`src/rtl/mcb_pkg.sv`:
```
package mcb_pkg;
  localparam int WORD_W      = 64;
  localparam int BANK_IDX_W  = 3;
  localparam int MAX_BANKS   = 8;
  localparam int VAL_BIT     = 63;
  localparam int OVER_BIT    = 62;
  localparam int UC_BIT      = 61;
  localparam int AR_BIT      = 55;
  localparam int MCIP_BIT    = 2;
  localparam int CTLP_BIT    = 8;

  typedef enum logic [3:0] {
    RES_LOGGED    = 4'd0,
    RES_OVER_ONLY = 4'd1,
    RES_IGNORED   = 4'd2,
    RES_SUPPRESS  = 4'd3,
    RES_RESET     = 4'd4,
    RES_MCE       = 4'd5,
    RES_REJ_NOCAP = 4'd8,
    RES_REJ_BANK  = 4'd9,
    RES_REJ_NOVAL = 4'd10
  } res_e;

  typedef struct packed {
    logic wrEntry;
    logic overNew;
    logic overOnly;
    logic wrMcg;
  } strobe_t;
endpackage

```
`src/rtl/mcb_ctrl.sv`:
```
module mcb_ctrl
  import mcb_pkg::*;
#(
  parameter int NUM_BANKS = 4
) (
  input  logic                        clk,
  input  logic                        rst_n,
  input  logic [WORD_W-1:0]           cfgCap,
  input  logic [WORD_W-1:0]           cfgMcgCtl,
  input  logic [NUM_BANKS*WORD_W-1:0] cfgBankCtl,
  input  logic                        cfgMceEn,
  input  logic                        injValid,
  input  logic [7:0]                  injBank,
  input  logic                        stVal,
  input  logic                        stUc,
  input  logic                        stAr,
  input  logic                        injUncond,
  input  logic                        curVal,
  input  logic                        curUc,
  input  logic                        mcipNow,
  output strobe_t                     stb,
  output logic                        mceIrq,
  output logic                        resetReq,
  output logic                        resValid,
  output logic [3:0]                  resCode
);
  localparam logic [WORD_W-1:0] ALL_ONES = '1;

  logic              bankOk;
  logic [WORD_W-1:0] ctlSel;
  logic              ctlBlocked;
  res_e              code;

  assign bankOk = (injBank < cfgCap[7:0]) && (injBank < 8'(NUM_BANKS));

  always_comb begin
    ctlSel = '0;
    for (int b = 0; b < NUM_BANKS; b++) begin
      if (int'(injBank) == b) ctlSel = cfgBankCtl[b*WORD_W +: WORD_W];
    end
  end

  assign ctlBlocked = (cfgCap[CTLP_BIT] && (cfgMcgCtl != ALL_ONES)) ||
                      (ctlSel != ALL_ONES);

  always_comb begin
    stb  = '0;
    code = RES_LOGGED;
    if (cfgCap == '0) begin
      code = RES_REJ_NOCAP;
    end else if (!bankOk) begin
      code = RES_REJ_BANK;
    end else if (!stVal) begin
      code = RES_REJ_NOVAL;
    end else if (!injUncond && !stAr && mcipNow) begin
      code = RES_IGNORED;
    end else if (stUc) begin
      if (ctlBlocked) begin
        code = RES_SUPPRESS;
      end else if (!cfgMceEn || mcipNow) begin
        code = RES_RESET;
      end else begin
        code        = RES_MCE;
        stb.wrEntry = injValid;
        stb.wrMcg   = injValid;
        stb.overNew = curVal;
      end
    end else if (!curVal || !curUc) begin
      code        = RES_LOGGED;
      stb.wrEntry = injValid;
      stb.overNew = curVal;
    end else begin
      code         = RES_OVER_ONLY;
      stb.overOnly = injValid;
    end
  end

  always_ff @(posedge clk) begin
    if (!rst_n) begin
      resValid <= 1'b0;
      resCode  <= 4'd0;
      mceIrq   <= 1'b0;
      resetReq <= 1'b0;
    end else begin
      resValid <= injValid;
      resCode  <= injValid ? code : 4'd0;
      mceIrq   <= injValid && (code == RES_MCE);
      resetReq <= injValid && (code == RES_RESET);
    end
  end

  // interrupt and reset never pulse together
  a_r9_irq_reset_excl: assert property (@(posedge clk) disable iff (!rst_n)
    !(mceIrq && resetReq));

  // outcome follows each injection by one cycle
  a_r9_result_follows: assert property (@(posedge clk) disable iff (!rst_n)
    injValid |=> resValid);

  // a rejection raises no pulse
  a_r2_reject_quiet: assert property (@(posedge clk) disable iff (!rst_n)
    (resValid && resCode[3]) |-> (!mceIrq && !resetReq));

  // an enabled uncorrected error during a pending check escalates
  a_r5_escalate: assert property (@(posedge clk) disable iff (!rst_n)
    (injValid && stVal && stUc && (cfgCap != '0) && bankOk && mcipNow &&
     !ctlBlocked && (stAr || injUncond)) |=> resetReq);
endmodule

```
`src/rtl/mcb_datapath.sv`:
```
module mcb_datapath
  import mcb_pkg::*;
#(
  parameter int NUM_BANKS = 4
) (
  input  logic                  clk,
  input  logic                  rst_n,
  input  strobe_t               stb,
  input  logic [BANK_IDX_W-1:0] selBank,
  input  logic [WORD_W-1:0]     injStatus,
  input  logic [WORD_W-1:0]     injAddr,
  input  logic [WORD_W-1:0]     injMisc,
  input  logic [WORD_W-1:0]     injMcgStatus,
  input  logic                  mcipAck,
  input  logic [BANK_IDX_W-1:0] rdBank,
  input  logic [1:0]            rdSel,
  output logic                  curVal,
  output logic                  curUc,
  output logic                  mcipNow,
  output logic [WORD_W-1:0]     mcgStatus,
  output logic [WORD_W-1:0]     rdData
);
  logic [WORD_W-1:0] statusQ [NUM_BANKS];
  logic [WORD_W-1:0] addrQ   [NUM_BANKS];
  logic [WORD_W-1:0] miscQ   [NUM_BANKS];
  logic [WORD_W-1:0] mcgQ;
  logic [WORD_W-1:0] curStatus;

  always_comb begin
    curStatus = '0;
    for (int b = 0; b < NUM_BANKS; b++) begin
      if (int'(selBank) == b) curStatus = statusQ[b];
    end
  end
  assign curVal = curStatus[VAL_BIT];
  assign curUc  = curStatus[UC_BIT];

  for (genvar g = 0; g < NUM_BANKS; g++) begin : g_bank
    logic hit;
    assign hit = (int'(selBank) == g);

    always_ff @(posedge clk) begin
      if (!rst_n) begin
        statusQ[g] <= '0;
        addrQ[g]   <= '0;
        miscQ[g]   <= '0;
      end else if (hit && stb.wrEntry) begin
        statusQ[g] <= injStatus | (WORD_W'(stb.overNew) << OVER_BIT);
        addrQ[g]   <= injAddr;
        miscQ[g]   <= injMisc;
      end else if (hit && stb.overOnly) begin
        statusQ[g][OVER_BIT] <= 1'b1;
      end
    end

    // a valid entry never loses its valid bit
    a_r7_val_sticky: assert property (@(posedge clk) disable iff (!rst_n)
      statusQ[g][VAL_BIT] |=> statusQ[g][VAL_BIT]);

    // overflow-only keeps address and misc, sets overflow
    a_r8_over_only_keeps: assert property (@(posedge clk) disable iff (!rst_n)
      (hit && stb.overOnly) |=> ($stable(addrQ[g]) && $stable(miscQ[g]) &&
                                 statusQ[g][OVER_BIT]));
  end

  always_ff @(posedge clk) begin
    if (!rst_n) begin
      mcgQ <= '0;
    end else if (stb.wrMcg) begin
      mcgQ <= injMcgStatus;
    end else if (mcipAck) begin
      mcgQ[MCIP_BIT] <= 1'b0;
    end
  end

  assign mcipNow   = mcgQ[MCIP_BIT];
  assign mcgStatus = mcgQ;

  always_comb begin
    rdData = '0;
    if (rdSel == 2'd3) begin
      rdData = mcgQ;
    end else begin
      for (int b = 0; b < NUM_BANKS; b++) begin
        if (int'(rdBank) == b) begin
          case (rdSel)
            2'd0:    rdData = statusQ[b];
            2'd1:    rdData = addrQ[b];
            default: rdData = miscQ[b];
          endcase
        end
      end
    end
  end

  // acknowledge clears only the in-progress bit
  a_r10_ack_only_mcip: assert property (@(posedge clk) disable iff (!rst_n)
    (mcipAck && !stb.wrMcg) |=> (!mcgQ[MCIP_BIT] &&
      $stable(mcgQ[WORD_W-1:MCIP_BIT+1]) && $stable(mcgQ[MCIP_BIT-1:0])));
endmodule

```
`src/rtl/mcb_logger.sv`:
```
module mcb_logger
  import mcb_pkg::*;
#(
  parameter int NUM_BANKS = 4
) (
  input  logic                        clk,
  input  logic                        rst_n,
  input  logic [63:0]                 cfgCap,
  input  logic [63:0]                 cfgMcgCtl,
  input  logic [NUM_BANKS*64-1:0]     cfgBankCtl,
  input  logic                        cfgMceEn,
  input  logic                        injValid,
  input  logic [7:0]                  injBank,
  input  logic [63:0]                 injStatus,
  input  logic [63:0]                 injAddr,
  input  logic [63:0]                 injMisc,
  input  logic [63:0]                 injMcgStatus,
  input  logic                        injUncond,
  input  logic                        mcipAck,
  input  logic [2:0]                  rdBank,
  input  logic [1:0]                  rdSel,
  output logic [63:0]                 rdData,
  output logic [63:0]                 mcgStatus,
  output logic                        mceIrq,
  output logic                        resetReq,
  output logic                        resValid,
  output logic [3:0]                  resCode
);
  strobe_t stb;
  logic    curVal;
  logic    curUc;
  logic    mcipNow;

  initial begin
    if (NUM_BANKS < 1 || NUM_BANKS > MAX_BANKS)
      $error("NUM_BANKS out of range");
  end

  mcb_ctrl #(.NUM_BANKS(NUM_BANKS)) u_ctrl (
    .clk       (clk),
    .rst_n     (rst_n),
    .cfgCap    (cfgCap),
    .cfgMcgCtl (cfgMcgCtl),
    .cfgBankCtl(cfgBankCtl),
    .cfgMceEn  (cfgMceEn),
    .injValid  (injValid),
    .injBank   (injBank),
    .stVal     (injStatus[VAL_BIT]),
    .stUc      (injStatus[UC_BIT]),
    .stAr      (injStatus[AR_BIT]),
    .injUncond (injUncond),
    .curVal    (curVal),
    .curUc     (curUc),
    .mcipNow   (mcipNow),
    .stb       (stb),
    .mceIrq    (mceIrq),
    .resetReq  (resetReq),
    .resValid  (resValid),
    .resCode   (resCode)
  );

  mcb_datapath #(.NUM_BANKS(NUM_BANKS)) u_dp (
    .clk         (clk),
    .rst_n       (rst_n),
    .stb         (stb),
    .selBank     (injBank[BANK_IDX_W-1:0]),
    .injStatus   (injStatus),
    .injAddr     (injAddr),
    .injMisc     (injMisc),
    .injMcgStatus(injMcgStatus),
    .mcipAck     (mcipAck),
    .rdBank      (rdBank),
    .rdSel       (rdSel),
    .curVal      (curVal),
    .curUc       (curUc),
    .mcipNow     (mcipNow),
    .mcgStatus   (mcgStatus),
    .rdData      (rdData)
  );
endmodule

```
`config.mk`:
```
export PLATFORM = sky130hd
export DESIGN_NAME = mcb_logger
export DESIGN_NICKNAME = d
export VERILOG_FILES = /design/src/rtl/mcb_pkg.sv /design/src/rtl/mcb_ctrl.sv /design/src/rtl/mcb_datapath.sv /design/src/rtl/mcb_logger.sv
export SDC_FILE = /design/constraint.sdc
export NUM_CORES = 1
export LEC_CHECK = 0
export ABC_AREA = 1
export BUFFER_PORTS_ARGS = -buffer_cell sky130_fd_sc_hd__buf_2
export CAP_MARGIN = 10
export CORE_MARGIN = 3
export CORE_UTILIZATION = 40
export CTS_BUF_LIST = sky130_fd_sc_hd__clkbuf_16
export DETAILED_ROUTE_END_ITERATION = 12
export HOLD_SLACK_MARGIN = 0.15
export SLEW_MARGIN = 0
export SYNTH_ARGS = -nofsm -noshare
export SYNTH_HDL_FRONTEND = slang
export SYNTH_HIERARCHICAL = 1
export SYNTH_SLANG_ARGS = --single-unit
```
`constraint.sdc`:
```
create_clock -name clk -period 27 [get_ports clk]
set_clock_uncertainty 0.15 [all_clocks]
set_input_delay 4.05 -clock clk [delete_from_list [all_inputs] [get_ports clk]]
set_output_delay 4.05 -clock clk [all_outputs]
set_load 0.02 [all_outputs]
```
==> reports/qor.yml <==
floorplan:
  die_w_um: 317
  core_area_um2: 95300
  die-area_um2: 100000
  start_util_pct: 40.5
  ios: 794
  num_rows: 113
  fp.dieH_um: 317
layout:
  fin_nets: 5516
  multi_input_area_um2: 12100
  final_cell_count_no_fill: 6212
  fillCellCount: 9026
  most-common-layout-cells: "nor2_1 (1,096), nand2_1 (984), buf_2 (790), edfxtp_1 (768), nand3_1 (496)"
  drive_gt1_share_pct: 20.4
  syn2layout_area_growth_pct: 20.2
  final_common_cell: "nor2_1"
  fin_util_pct: 48.6
  seqCellArea_um2: 24500
timing:
  period_minus_slack_ns: 11.74
  setup-violations-final: 0
  layout_setup_ws_ns: 15.26
  worst_hold_slack_ns: 0.371
  finalMaxSlewViolations: 0
  maxSlewHeadroom_pct: 22.8
  rsz0062_at_grt: "false"
  timing.fmax_ghz: 0.0852
  worst_slew_pin_slew_ns: 1.15
  hold_violations: 0
  fin_crit_sh_pct: 43.5
  final.setup.tns_ns: 0
placed_design:
  place_hpwl_um: 91600
  dp_slack_ns: 15.40
  placed_cells: 6022
  portBuffers: 793
  gp_congestion: 0.915
cts:
  clockBufferDepth: 3
  cts.sinks: 839
  clockRootBuffer: "clkbuf_16"
  hold_buffers: 0
  path_clk_slew_ns: 0.06
  h-tree-depth: 3
  clk_latency_ns: 0.68
  post-cts-setup-buffers: 0
  cts_buffers: 91
  cts_resized: 0
  cts_tree: "done"
yosys:
  ys_async_sr_fraction_pct: 0
  synth_nets: 4839
  netlist_area_um2: 38600
  ys_types: 38
  syn_area_per_cell_um2: 9.24
  synth_top_flop_cell: "edfxtp_1"
  synth_seq_cells: 839
  muxShareOfSynthArea_pct: 0
  syn_inst: 4173
  synth-xor-area-share_pct: 0
  synth_warnings: 6
  synthSimpleGateAreaFrac_pct: 28.8
  synthAdderAreaFrac_pct: 0.227
  synth_compound_area_share_pct: 2.03
  synth_top_family_by_area: "simple AND/OR/NAND/NOR gates"
  yosysSeqAreaShare_pct: 63.5
  synth-edff-count: 768
critical_path:
  worstPathMaxFanout: 193
  critPathSlowestCell: "nor2_8"
  required_ns: 22.80
  cp.arrival_ns: 7.54
  crit_path_end_kind: "output pin"
  start_kind: "input pin"
  cpLargestDelayFamily: "simple AND/OR/NAND/NOR gates"
  crit_buf_inv: 3
  crit_path_cell_trace: "clkbuf_8 > nor2_8 > buf_12 > nand2_1 > nand3_1 > nand2_1 > nand3_1 > nor2_1 > nor2_1 > buf_2"
  path_class: "input pin to output pin"
  rrSetupSlack_ns: 22.22
  cp_slowest_stage_delay_ns: 0.96
detailed_routing:
  viasPerCell: 5.22
  drt_iter0_markers: 2690
  drt-pass1-iter-count: 5
  postRouteWirelength_um: 143000
  drc: 0
  vias: 32400
  drt-wirelength-per-cell_um: 23.0
  ant_nets: 0
global_route:
  grt_pass1_vias: 30700
  grtUsageTotal_pct: 27.7
  grt_pass1_wl_um: 203000
  grt-ovfl-total: 0
  grt_max_degree: 194
  grt_antenna_before_repair: 33
outcome:
  status: "completed"
hold_path:
  hp-class: "flip-flop to flip-flop"
power:
  power.density_nw_per_um2: 63.8
  p_leak_nw: 20.6
  vdd_ir_drop_max_mv: 0.0557
flow_run:
  maxCapViolations: 0
-- cell families (layout without fill, tap and decap cells) --
logic type,after synthesis,after routing
simple gates,2702,2702
flops,839,839
buf+inv,483,1238
compound gates,142,142
fa+ha+maj,7,7
other cells,0,19
-- path summary, 6_finish.rpt --
check	from	endpoint	cells past startpoint
max	rdSel[1]	rdData[6]	10
min	u_dp/mcgStatus[6]	u_dp/mcgStatus[6]	2
max reg2reg	u_dp/mcgStatus[2]	u_dp/statusQ[3][15]	12
min reg2reg	u_dp/mcgStatus[6]	u_dp/mcgStatus[6]	2
-- cell type report --
class / count / area share, %
inverters: 233 / 1.91
diodes: 19 / 0.103
clock inverters: 79 / 1.38
multi-input cells: 2851 / 26.1
repair buffers: 834 / 9.34
clock buffers: 92 / 4.97
flip-flops and latches: 839 / 52.8
well taps: 1265 / 3.41
-- per-layer routing --
layer,vias to the layer above,track usage (%),wire [um]
met3,257,5.24,11000
met4,8,12.3,5790
met5,-,0,55
met1,15500,35.3,56200
li1,15200,-,-
met2,1468,46.1,70000
-- through the flow --
| step | cell area [um2] | total power [mW] |
|---|---|---|
| 3_5_place_dp | 43400 | 1.76 |
| 3_3_place_gp | 43400 | 1.75 |
| 4_1_cts | 46300 | 2.98 |
| 2_1_floorplan | 38600 | 1.64 |
| 6_report | 46400 | 2.96 |
| 5_1_grt | 46300 | 3.06 |
-- worst min-delay path: stages, from the launching register on --
cell     delay (ns)
dfxtp_1        0.34
o21ai_0        0.08
nor2_1         0.07
-- synthesized netlist by cell type (4+ instances only) --
cell type     n  area, um2
buf_4        21        158
o21ai_0      69        345
clkbuf_1     62        233
nand2_1     989       3710
nor2_1     1097       4120
nand3_1     498       2490
nor2_2        8       50.1
edfxtp_1    768      23100
inv_1       226        848
inv_2         7       26.3
nor4_1       21        131
ha_1          7       87.6
a21oi_1      47        235
nand4_1      66        413
nor3_1        4       20.0
dfxtp_1      71       1420
buf_1         6       22.5
buf_2       159        796
nor2_4        4       45.0
o21a_1       14        105
-- state kept, by name, summed over array words and instances (netlist names) --
name / flops
u_ctrl/mceIrq: 1
u_ctrl/resCode: 4
u_ctrl/resValid: 1
u_ctrl/resetReq: 1
u_dp/addrQ: 256
u_dp/mcgStatus: 64
u_dp/miscQ: 256
u_dp/statusQ: 256
-- where the power goes --
| group | total (mW) | leakage [nW] | internal, mW | switching (mW) |
|---|---|---|---|---|
| registers | 1.47 | 8.34 | 1.46 | 0.0122 |
| logic | 0.261 | 10.8 | 0.0780 | 0.183 |
| clock network | 1.23 | 1.51 | 0.699 | 0.529 |
| total | 2.96 | 20.6 | 2.23 | 0.724 |
Note: power is estimated with default switching activity, not from simulation.
